===== src/rtl/bcc_pkg.sv =====
package bcc_pkg;

  typedef enum logic [2:0] {
    ST_IDLE = 3'd0,
    ST_T1   = 3'd1,
    ST_T2   = 3'd2,
    ST_TW   = 3'd3,
    ST_T3   = 3'd4,
    ST_HOLD = 3'd5
  } bcc_state_e;

  localparam logic [1:0] STS_HALT  = 2'b00;
  localparam logic [1:0] STS_WRITE = 2'b01;
  localparam logic [1:0] STS_READ  = 2'b10;
  localparam logic [1:0] STS_FETCH = 2'b11;

  function automatic logic [1:0] sts_of(input logic is_wr, input logic is_fe);
    if (is_wr)      return STS_WRITE;
    else if (is_fe) return STS_FETCH;
    else            return STS_READ;
  endfunction

endpackage


===== src/rtl/bcc_seq.sv =====
module bcc_seq
  import bcc_pkg::*;
(
  input  logic       clk,
  input  logic       rst,
  input  logic       req_valid,
  input  logic       hold,
  input  logic       ready,
  input  logic       done_q,
  output bcc_state_e st,
  output bcc_state_e nxt,
  output logic       start
);

  always_comb begin
    nxt   = st;
    start = 1'b0;
    case (st)
      ST_IDLE: begin
        if (hold) begin
          nxt = ST_HOLD;
        end else if (req_valid && !done_q) begin
          nxt   = ST_T1;
          start = 1'b1;
        end
      end
      ST_T1:        nxt = ST_T2;
      ST_T2, ST_TW: nxt = ready ? ST_T3 : ST_TW;
      ST_T3:        nxt = ST_IDLE;
      ST_HOLD:      nxt = hold ? ST_HOLD : ST_IDLE;
      default:      nxt = ST_IDLE;
    endcase
  end

  always_ff @(posedge clk) begin
    if (rst) st <= ST_IDLE;
    else     st <= nxt;
  end


  ready_stretch_chk: assert property (@(posedge clk) disable iff (rst)
    ((st == ST_T2 || st == ST_TW) && !ready) |=> (st == ST_TW));


  hold_boundary_chk: assert property (@(posedge clk) disable iff (rst)
    (st == ST_T1 || st == ST_T2 || st == ST_TW) |=> (st != ST_HOLD));

endmodule


===== src/rtl/bcc_latch.sv =====
module bcc_latch #(
  parameter int ADDR_W = 16,
  parameter int DATA_W = 8
) (
  input  logic              clk,
  input  logic              rst,
  input  logic              start,
  input  logic [ADDR_W-1:0] in_addr,
  input  logic [DATA_W-1:0] in_wdata,
  input  logic              in_wr,
  input  logic              in_io,
  input  logic              in_fe,
  output logic [ADDR_W-1:0] cur_addr,
  output logic [DATA_W-1:0] cur_wdata,
  output logic              cur_wr,
  output logic              cur_io,
  output logic              cur_fe
);

  logic [ADDR_W-1:0] h_addr;
  logic [DATA_W-1:0] h_wdata;
  logic              h_wr, h_io, h_fe;

  always_ff @(posedge clk) begin
    if (rst) begin
      h_addr  <= '0;
      h_wdata <= '0;
      h_wr    <= 1'b0;
      h_io    <= 1'b0;
      h_fe    <= 1'b0;
    end else if (start) begin
      h_addr  <= in_addr;
      h_wdata <= in_wdata;
      h_wr    <= in_wr;
      h_io    <= in_io;
      h_fe    <= in_fe;
    end
  end

  // The first phase takes the live request; later phases use the held copy.
  assign cur_addr  = start ? in_addr  : h_addr;
  assign cur_wdata = start ? in_wdata : h_wdata;
  assign cur_wr    = start ? in_wr    : h_wr;
  assign cur_io    = start ? in_io    : h_io;
  assign cur_fe    = start ? in_fe    : h_fe;

endmodule


===== src/rtl/bcc_pins.sv =====
module bcc_pins
  import bcc_pkg::*;
#(
  parameter int ADDR_W = 16,
  parameter int DATA_W = 8,
  localparam int HI_W  = ADDR_W - DATA_W
) (
  input  logic              clk,
  input  logic              rst,
  input  bcc_state_e        nxt,
  input  logic [ADDR_W-1:0] cur_addr,
  input  logic [DATA_W-1:0] cur_wdata,
  input  logic              cur_wr,
  input  logic              cur_io,
  input  logic              cur_fe,
  output logic [HI_W-1:0]   addr_hi,
  output logic              addr_oe,
  output logic [DATA_W-1:0] ad_out,
  output logic              ad_oe,
  output logic              ale,
  output logic              rd_n,
  output logic              wr_n,
  output logic              ctl_oe,
  output logic              io_m,
  output logic [1:0]        sts,
  output logic              hlda
);

  logic in_cyc, data_ph, first_ph, grant;

  assign first_ph = (nxt == ST_T1);
  assign data_ph  = (nxt == ST_T2) || (nxt == ST_TW) || (nxt == ST_T3);
  assign in_cyc   = first_ph || data_ph;
  assign grant    = (nxt == ST_HOLD);

  always_ff @(posedge clk) begin
    if (rst) begin
      addr_hi <= '0;
      addr_oe <= 1'b1;
      ad_out  <= '0;
      ad_oe   <= 1'b0;
      ale     <= 1'b0;
      rd_n    <= 1'b1;
      wr_n    <= 1'b1;
      ctl_oe  <= 1'b1;
      io_m    <= 1'b0;
      sts     <= STS_HALT;
      hlda    <= 1'b0;
    end else begin
      ale     <= first_ph;
      rd_n    <= !(data_ph && !cur_wr);
      wr_n    <= !(data_ph && cur_wr);
      ad_oe   <= first_ph || (data_ph && cur_wr);
      addr_oe <= !grant;
      ctl_oe  <= !grant;
      hlda    <= grant;
      io_m    <= in_cyc ? cur_io : 1'b0;
      sts     <= in_cyc ? sts_of(cur_wr, cur_fe) : STS_HALT;
      if (first_ph) begin
        addr_hi <= cur_addr[ADDR_W-1:DATA_W];
        ad_out  <= cur_addr[DATA_W-1:0];
      end else if (data_ph && cur_wr) begin
        ad_out  <= cur_wdata;
      end
    end
  end


  ale_single_chk: assert property (@(posedge clk) disable iff (rst)
    ale |=> !ale);


  hlda_quiet_chk: assert property (@(posedge clk) disable iff (rst)
    hlda |-> (!ale && rd_n && wr_n && !ad_oe && !addr_oe && !ctl_oe));


  strobe_excl_chk: assert property (@(posedge clk) disable iff (rst)
    !rd_n |-> (wr_n && !ad_oe));

endmodule


===== src/rtl/bcc_rdcap.sv =====
module bcc_rdcap
  import bcc_pkg::*;
#(
  parameter int DATA_W = 8
) (
  input  logic              clk,
  input  logic              rst,
  input  bcc_state_e        st,
  input  logic              cyc_wr,
  input  logic [DATA_W-1:0] ad_in,
  output logic              done,
  output logic [DATA_W-1:0] rdata
);

  always_ff @(posedge clk) begin
    if (rst) begin
      done  <= 1'b0;
      rdata <= '0;
    end else begin
      done <= (st == ST_T3);
      if (st == ST_T3 && !cyc_wr) rdata <= ad_in;
    end
  end


  done_pulse_chk: assert property (@(posedge clk) disable iff (rst)
    done |=> !done);

endmodule


===== src/rtl/bus_cycle_ctrl.sv =====
module bus_cycle_ctrl
  import bcc_pkg::*;
#(
  parameter int ADDR_W = 16,
  parameter int DATA_W = 8
) (
  input  logic                     clk,
  input  logic                     rst,
  input  logic                     req_valid,
  input  logic                     req_write,
  input  logic                     req_io,
  input  logic                     req_fetch,
  input  logic [ADDR_W-1:0]        req_addr,
  input  logic [DATA_W-1:0]        req_wdata,
  output logic                     done,
  output logic [DATA_W-1:0]        rdata,
  input  logic                     hold,
  output logic                     hlda,
  input  logic                     ready,
  output logic [ADDR_W-DATA_W-1:0] addr_hi,
  output logic                     addr_oe,
  output logic [DATA_W-1:0]        ad_out,
  input  logic [DATA_W-1:0]        ad_in,
  output logic                     ad_oe,
  output logic                     ale,
  output logic                     rd_n,
  output logic                     wr_n,
  output logic                     ctl_oe,
  output logic                     io_m,
  output logic [1:0]               sts
);

  bcc_state_e        st, nxt;
  logic              start;
  logic [ADDR_W-1:0] cur_addr;
  logic [DATA_W-1:0] cur_wdata;
  logic              cur_wr, cur_io, cur_fe;

  bcc_seq u_seq (
    .clk(clk), .rst(rst), .req_valid(req_valid), .hold(hold), .ready(ready),
    .done_q(done), .st(st), .nxt(nxt), .start(start)
  );

  bcc_latch #(.ADDR_W(ADDR_W), .DATA_W(DATA_W)) u_latch (
    .clk(clk), .rst(rst), .start(start),
    .in_addr(req_addr), .in_wdata(req_wdata), .in_wr(req_write),
    .in_io(req_io), .in_fe(req_fetch),
    .cur_addr(cur_addr), .cur_wdata(cur_wdata), .cur_wr(cur_wr),
    .cur_io(cur_io), .cur_fe(cur_fe)
  );

  bcc_pins #(.ADDR_W(ADDR_W), .DATA_W(DATA_W)) u_pins (
    .clk(clk), .rst(rst), .nxt(nxt),
    .cur_addr(cur_addr), .cur_wdata(cur_wdata), .cur_wr(cur_wr),
    .cur_io(cur_io), .cur_fe(cur_fe),
    .addr_hi(addr_hi), .addr_oe(addr_oe), .ad_out(ad_out), .ad_oe(ad_oe),
    .ale(ale), .rd_n(rd_n), .wr_n(wr_n), .ctl_oe(ctl_oe), .io_m(io_m),
    .sts(sts), .hlda(hlda)
  );

  bcc_rdcap #(.DATA_W(DATA_W)) u_rdcap (
    .clk(clk), .rst(rst), .st(st), .cyc_wr(cur_wr), .ad_in(ad_in),
    .done(done), .rdata(rdata)
  );


  hold_release_chk: assert property (@(posedge clk) disable iff (rst)
    (hlda && !hold) |=> !hlda);


  done_gap_chk: assert property (@(posedge clk) disable iff (rst)
    done |=> !ale);


  io_idle_chk: assert property (@(posedge clk) disable iff (rst)
    (sts == STS_HALT) |-> !io_m);

endmodule


===== config.mk =====
export PLATFORM = sky130hd
export DESIGN_NAME = bus_cycle_ctrl
export DESIGN_NICKNAME = d
export VERILOG_FILES = /design/src/rtl/bcc_pkg.sv /design/src/rtl/bcc_seq.sv /design/src/rtl/bcc_latch.sv /design/src/rtl/bcc_pins.sv /design/src/rtl/bcc_rdcap.sv /design/src/rtl/bus_cycle_ctrl.sv
export SDC_FILE = /design/constraint.sdc
export NUM_CORES = 1
export LEC_CHECK = 0
export BUFFER_PORTS_ARGS = -buffer_cell sky130_fd_sc_hd__buf_2
export CORE_MARGIN = 5
export CORE_UTILIZATION = 50
export CTS_BUF_LIST = sky130_fd_sc_hd__clkbuf_4 sky130_fd_sc_hd__clkbuf_8
export DETAILED_ROUTE_END_ITERATION = 10
export PLACE_DENSITY = 0.82
export SETUP_SLACK_MARGIN = 0.5
export SYNTH_ARGS = -nofsm -noshare
export SYNTH_HDL_FRONTEND = slang
export SYNTH_SLANG_ARGS = --single-unit

===== constraint.sdc =====
create_clock -name clk -period 4.1 [get_ports clk]
set_clock_uncertainty 0.15 [all_clocks]
set_input_delay 1.23 -clock clk [delete_from_list [all_inputs] [get_ports clk]]
set_output_delay 1.23 -clock clk [all_outputs]
set_load 0.01 [all_outputs]

# Word-level counts from Yosys, hierarchy flattened
# Cells that the tools add are included.
[word_totals]
output_inout_bits = 35
ff_bits = 64
elab_cells = 65
[classes]
bitwise = 1
n_eq_ne = 10
n_reduce_logical = 18
n_mux = 17
[op_table]
columns = ["op", "n"]
rows = [
  ["two-way mux 8 bit", 3],
  ["two-way mux 16 bit", 1],
  ["equality test 3 x 2 -> 1 bit (second input constant)", 4],
  ["equality test 3 bit (second input constant)", 4],
  ["two-way mux 3 bit", 4],
  ["case mux 3 bit (4 select lines)", 1],
  ["two-way mux 1 bit", 8],
  ["equality test 3 x 1 -> 1 bit (second input constant)", 2],
  ["logical NOT 1 bit", 5],
  ["logical AND 1 bit", 4],
  ["logical OR 1 bit", 4],
  ["OR reduction 2 bit", 2],
  ["logical NOT 3 bit", 1],
  ["OR reduction 3 bit", 1],
  ["nonzero test 2 bit", 1],
  ["NOT 1 bit", 1],
]

# Longest topological paths before layout
[depth]
depth_word = 11
mapped_depth = 6
ltp_nobuf = 3

# By module
# A second synthesis with hierarchy kept.
[hier_totals]
cells_unflattened = 253
area_unflattened_um2 = 2723.9
[by_module_without_submodules]
columns = ["module", "cells_per_inst", "area_each_um2", "n_inst", "seq_area_each_um2"]
rows = [
  ["bcc_latch", 86, 1129.8, 1, 540.5],
  ["bcc_pins", 110, 1014.7, 1, 500.5],
  ["bcc_rdcap", 37, 407.9, 1, 180.2],
  ["bcc_seq", 20, 171.4, 1, 60.1],
]

# Least setup slack after synthesis
# No wires, ideal clock.
[synth_path]
path_kind = "input to register"
start = "input port hold"
end = "register u_latch.h_wdata[2]"
arrival_ps = 2189
path_stages = 5
path_slack_ps = 1631
setup_ps = 130
t_required_ps = 3820
path_cell_list = "or3b_2 > buf_2 > clkbuf_1 > o21ai_0 > a21oi_1"
[synth_between]
elab_chain_len = 3
[synth_rtl]
columns = ["item", "line_no", "text"]
rows = [
  ["start: declaration", "bus_cycle_ctrl.sv:17", "input logic hold,"],
  ["two-way mux 1 bit", "bcc_seq.sv:20", "if (hold) begin"],
  ["two-way mux 1 bit", "bcc_seq.sv:18", "case (st)"],
  ["two-way mux 8 bit", "-", ""],
  ["end signal: assignment", "bcc_latch.sv:33", "h_wdata <= in_wdata;"],
  ["end: declaration", "bcc_latch.sv:21", "logic [DATA_W-1:0] h_wdata;"],
]
# No other way between the ends.
# A chain may end at the register's enable or synchronous reset.

# Final worst setup path
[layout_path]
start = "input port hold"
end = "register u_latch.h_wr"
[layout_between]
elab_chain_len = 3
[layout_rtl]
columns = ["item", "line_no", "text"]
rows = [
  ["two-way mux 1 bit", "bcc_seq.sv:20", ""],
  ["two-way mux 1 bit", "bcc_seq.sv:18", ""],
  ["two-way mux 1 bit", "-", ""],
  ["end signal: assignment", "bcc_latch.sv:34", "h_wr <= in_wr;"],
  ["end: declaration", "bcc_latch.sv:22", "logic h_wr, h_io, h_fe;"],
]
# No other way between the ends.

==> metrics <==
status completed; CP Data Arrival Time 2.54 ns; number of global-route vias before repair 1670; Buf/Inv on CP 1; class of the worst hold path register to register; post-cts resize count 0; core area 3720 um^2; dpl cells 322; largest cells by area after synthesis dfxtp_1 (49%), a21oi_1 (8.0%), nand3_1 (7.2%); Post-CTS Repair Setup Buffers 0; pin count of the biggest net entering global routing 47; Worst-path clk slew 0.08 ns; P&R area growth vs syn 20.5%; largest stage delay on the critical path 0.70 ns; clock root buffer clkbuf_8; post-DP HPWL 3.21 mm; share of cells above drive strength 1 0.327; top-area cell type share of the netlist area 0.494; DIE WIDTH 72.4 um; Critical Path Slowest Stage Cell or3b_2; GRT Total Usage 0.190; critical path class input port to register; Ys Warns 0; row count 22; H-tree depth 2; Syn Area/Cell 8.57 um^2; pre-CTS setup slack 1.33 ns; max_slew headroom 0.417; Power Dens Cells 435 nW/um^2; Antenna Nets Post-Route 0; Synth Instances 227; cell taking the most area after synthesis dfxtp_1; die area 5240 um^2; gpl congestion 0.725; Yosys reg bits 48; vias 1836; count of final max-slew check failures 0; syn_nets 267; Skew-Pair Late Insertion Delay 0.29 ns; Post-Synthesis Cell Area 1940 um^2; critical path peak fanout 28; max cap viols 0; chip height 72.4 um; Clock Path Buffers 2; Critical Path Sink Type register; hold_buf cts 0; design area 2340 um^2; min-delay src u_rdcap.rdata[7]$_SDFFE_PP0P_; dpl cell area 2260 um^2; setup_tns 0 ns; first-pass GRT wire length 7.96 mm; Fmax 0.392 GHz; Tot Pwr 1.02 mW; cts bufs inserted 5; Final #Nets 321; Crit path max-delay family simple AND/OR/NAND/NOR gates; Final setup viols 0; crit share post-route 0.623; timing startpoint of the critical path hold; Via density 5.58; CTS sink count 48; DRC violation count after routing 0; peak supply drop 0.230 mV; ys async rst share 0; Post-Layout Cell Count 329; crit path time final 2.55 ns; most used flip-flop cell after synthesis dfxtp_1; top-count cell post-synth dfxtp_1; Leak 0.937 nW; crit path cell chain buf_2 > or3b_2 > o21ai_0 > a21oi_1; final hold slack 0.304 ns; drt wl/cell 14.7 um; io pins 75; initial core utilization 0.523; Final Hold Fails 0; actual slew at the worst max-slew pin 0.874 ns; Worst setup SP type input port; Critical Path RT 4.08 ns; final core occ 0.630; Final WS setup 1.55 ns; initial antenna violation count 0; Reg-to-Reg Start u_seq.st[1]$_SDFF_PP0_; CTS tree yes; Routed WL 4.83 mm; RSZ-0062 raised after global routing no; diode count 0; initial drt markers 316; distinct cell type count after synthesis 37; Post-synth top cells dfxtp_1 (48), a21oi_1 (31), nand3_1 (28); number of synthesized flops with an enable pin 0; IO Port Bufs 74; DR pass1 iterations 4; Seq/Total Area, Yosys 0.494; global route total overflow 0
[kinds of logic after synthesis]
kind of cell | count (synthesis) | synth area share
buf+inv | 30 | 0.0708
simple gates | 72 | 0.199
flops | 48 | 0.494
compound gates | 77 | 0.236
[state kept, by name, summed over array words and instances (netlist names), 2 cells and up]
signal,cells
u_latch.h_wdata,8
u_pins.sts,2
u_seq.st,3
u_pins.addr_hi,8
u_pins.ad_out,8
u_rdcap.rdata,8
[power breakdown]
part,total (mW),switching [mW],internal (mW)
combinational,0.220,0.138,0.0816
sequential,0.532,0.0277,0.504
clock,0.267,0.144,0.123
[metal layers]
layer / wire (um) / up-vias / GRT usage
li1: - / 914 / -
met1: 2050 / 842 / 0.247
met2: 2260 / 78 / 0.295
met3: 490 / 2 / 0.0651
met4: 28 / 0 / 0.0585
met5: 0 / - / 0
[final timing paths]
check / slack (ns) / end / cells after the start
setup reg to reg: 2.05 / u_latch.h_wr$_SDFF_PP0_ / 3
hold / removal: 0.30 / u_rdcap.rdata[7]$_SDFFE_PP0P_ / 2
hold reg to reg: 0.30 / u_rdcap.rdata[7]$_SDFFE_PP0P_ / 2
setup / recovery: 1.55 / u_latch.h_wr$_SDFF_PP0_ / 4
[cell usage in the layout (no fill, tap or decap), drive strengths merged]
cell     n
o32a     1
or4b     2
nand3   28
nor2b    1
o21a     1
inv      1
nand4b   1
a21oi   31
a21boi   1
or3b     1
o21bai   1
clkbuf   6
buf     76
a211oi   1
or3      2
nand2b   2
nor3b    1
nor4b    2
nand3b   1
a311oi   8
o21ba    1
clkinv   1
o21ai   29
a21bo    1
nor3     9
nor2     3
o211ai   1
a31oi    1
nand2   19
dfxtp   48
[cell type report]
type | instances | area [um^2]
clock buffer | 6 | 76.3
clock inverter | 1 | 5.00
fill | 346 | 1370
inverter | 1 | 3.75
multi-input combinational | 149 | 851
sequential | 48 | 961
tap | 48 | 60.1
timing repair buffer | 76 | 385
[worst reg2reg max path, stage by stage, from the launching register on]
cell     delay [ns]
dfxtp_1        0.55
or3_1          0.75
o21ai_0        0.29
a21oi_1        0.23
Note: power is estimated with default switching activity, not from simulation.
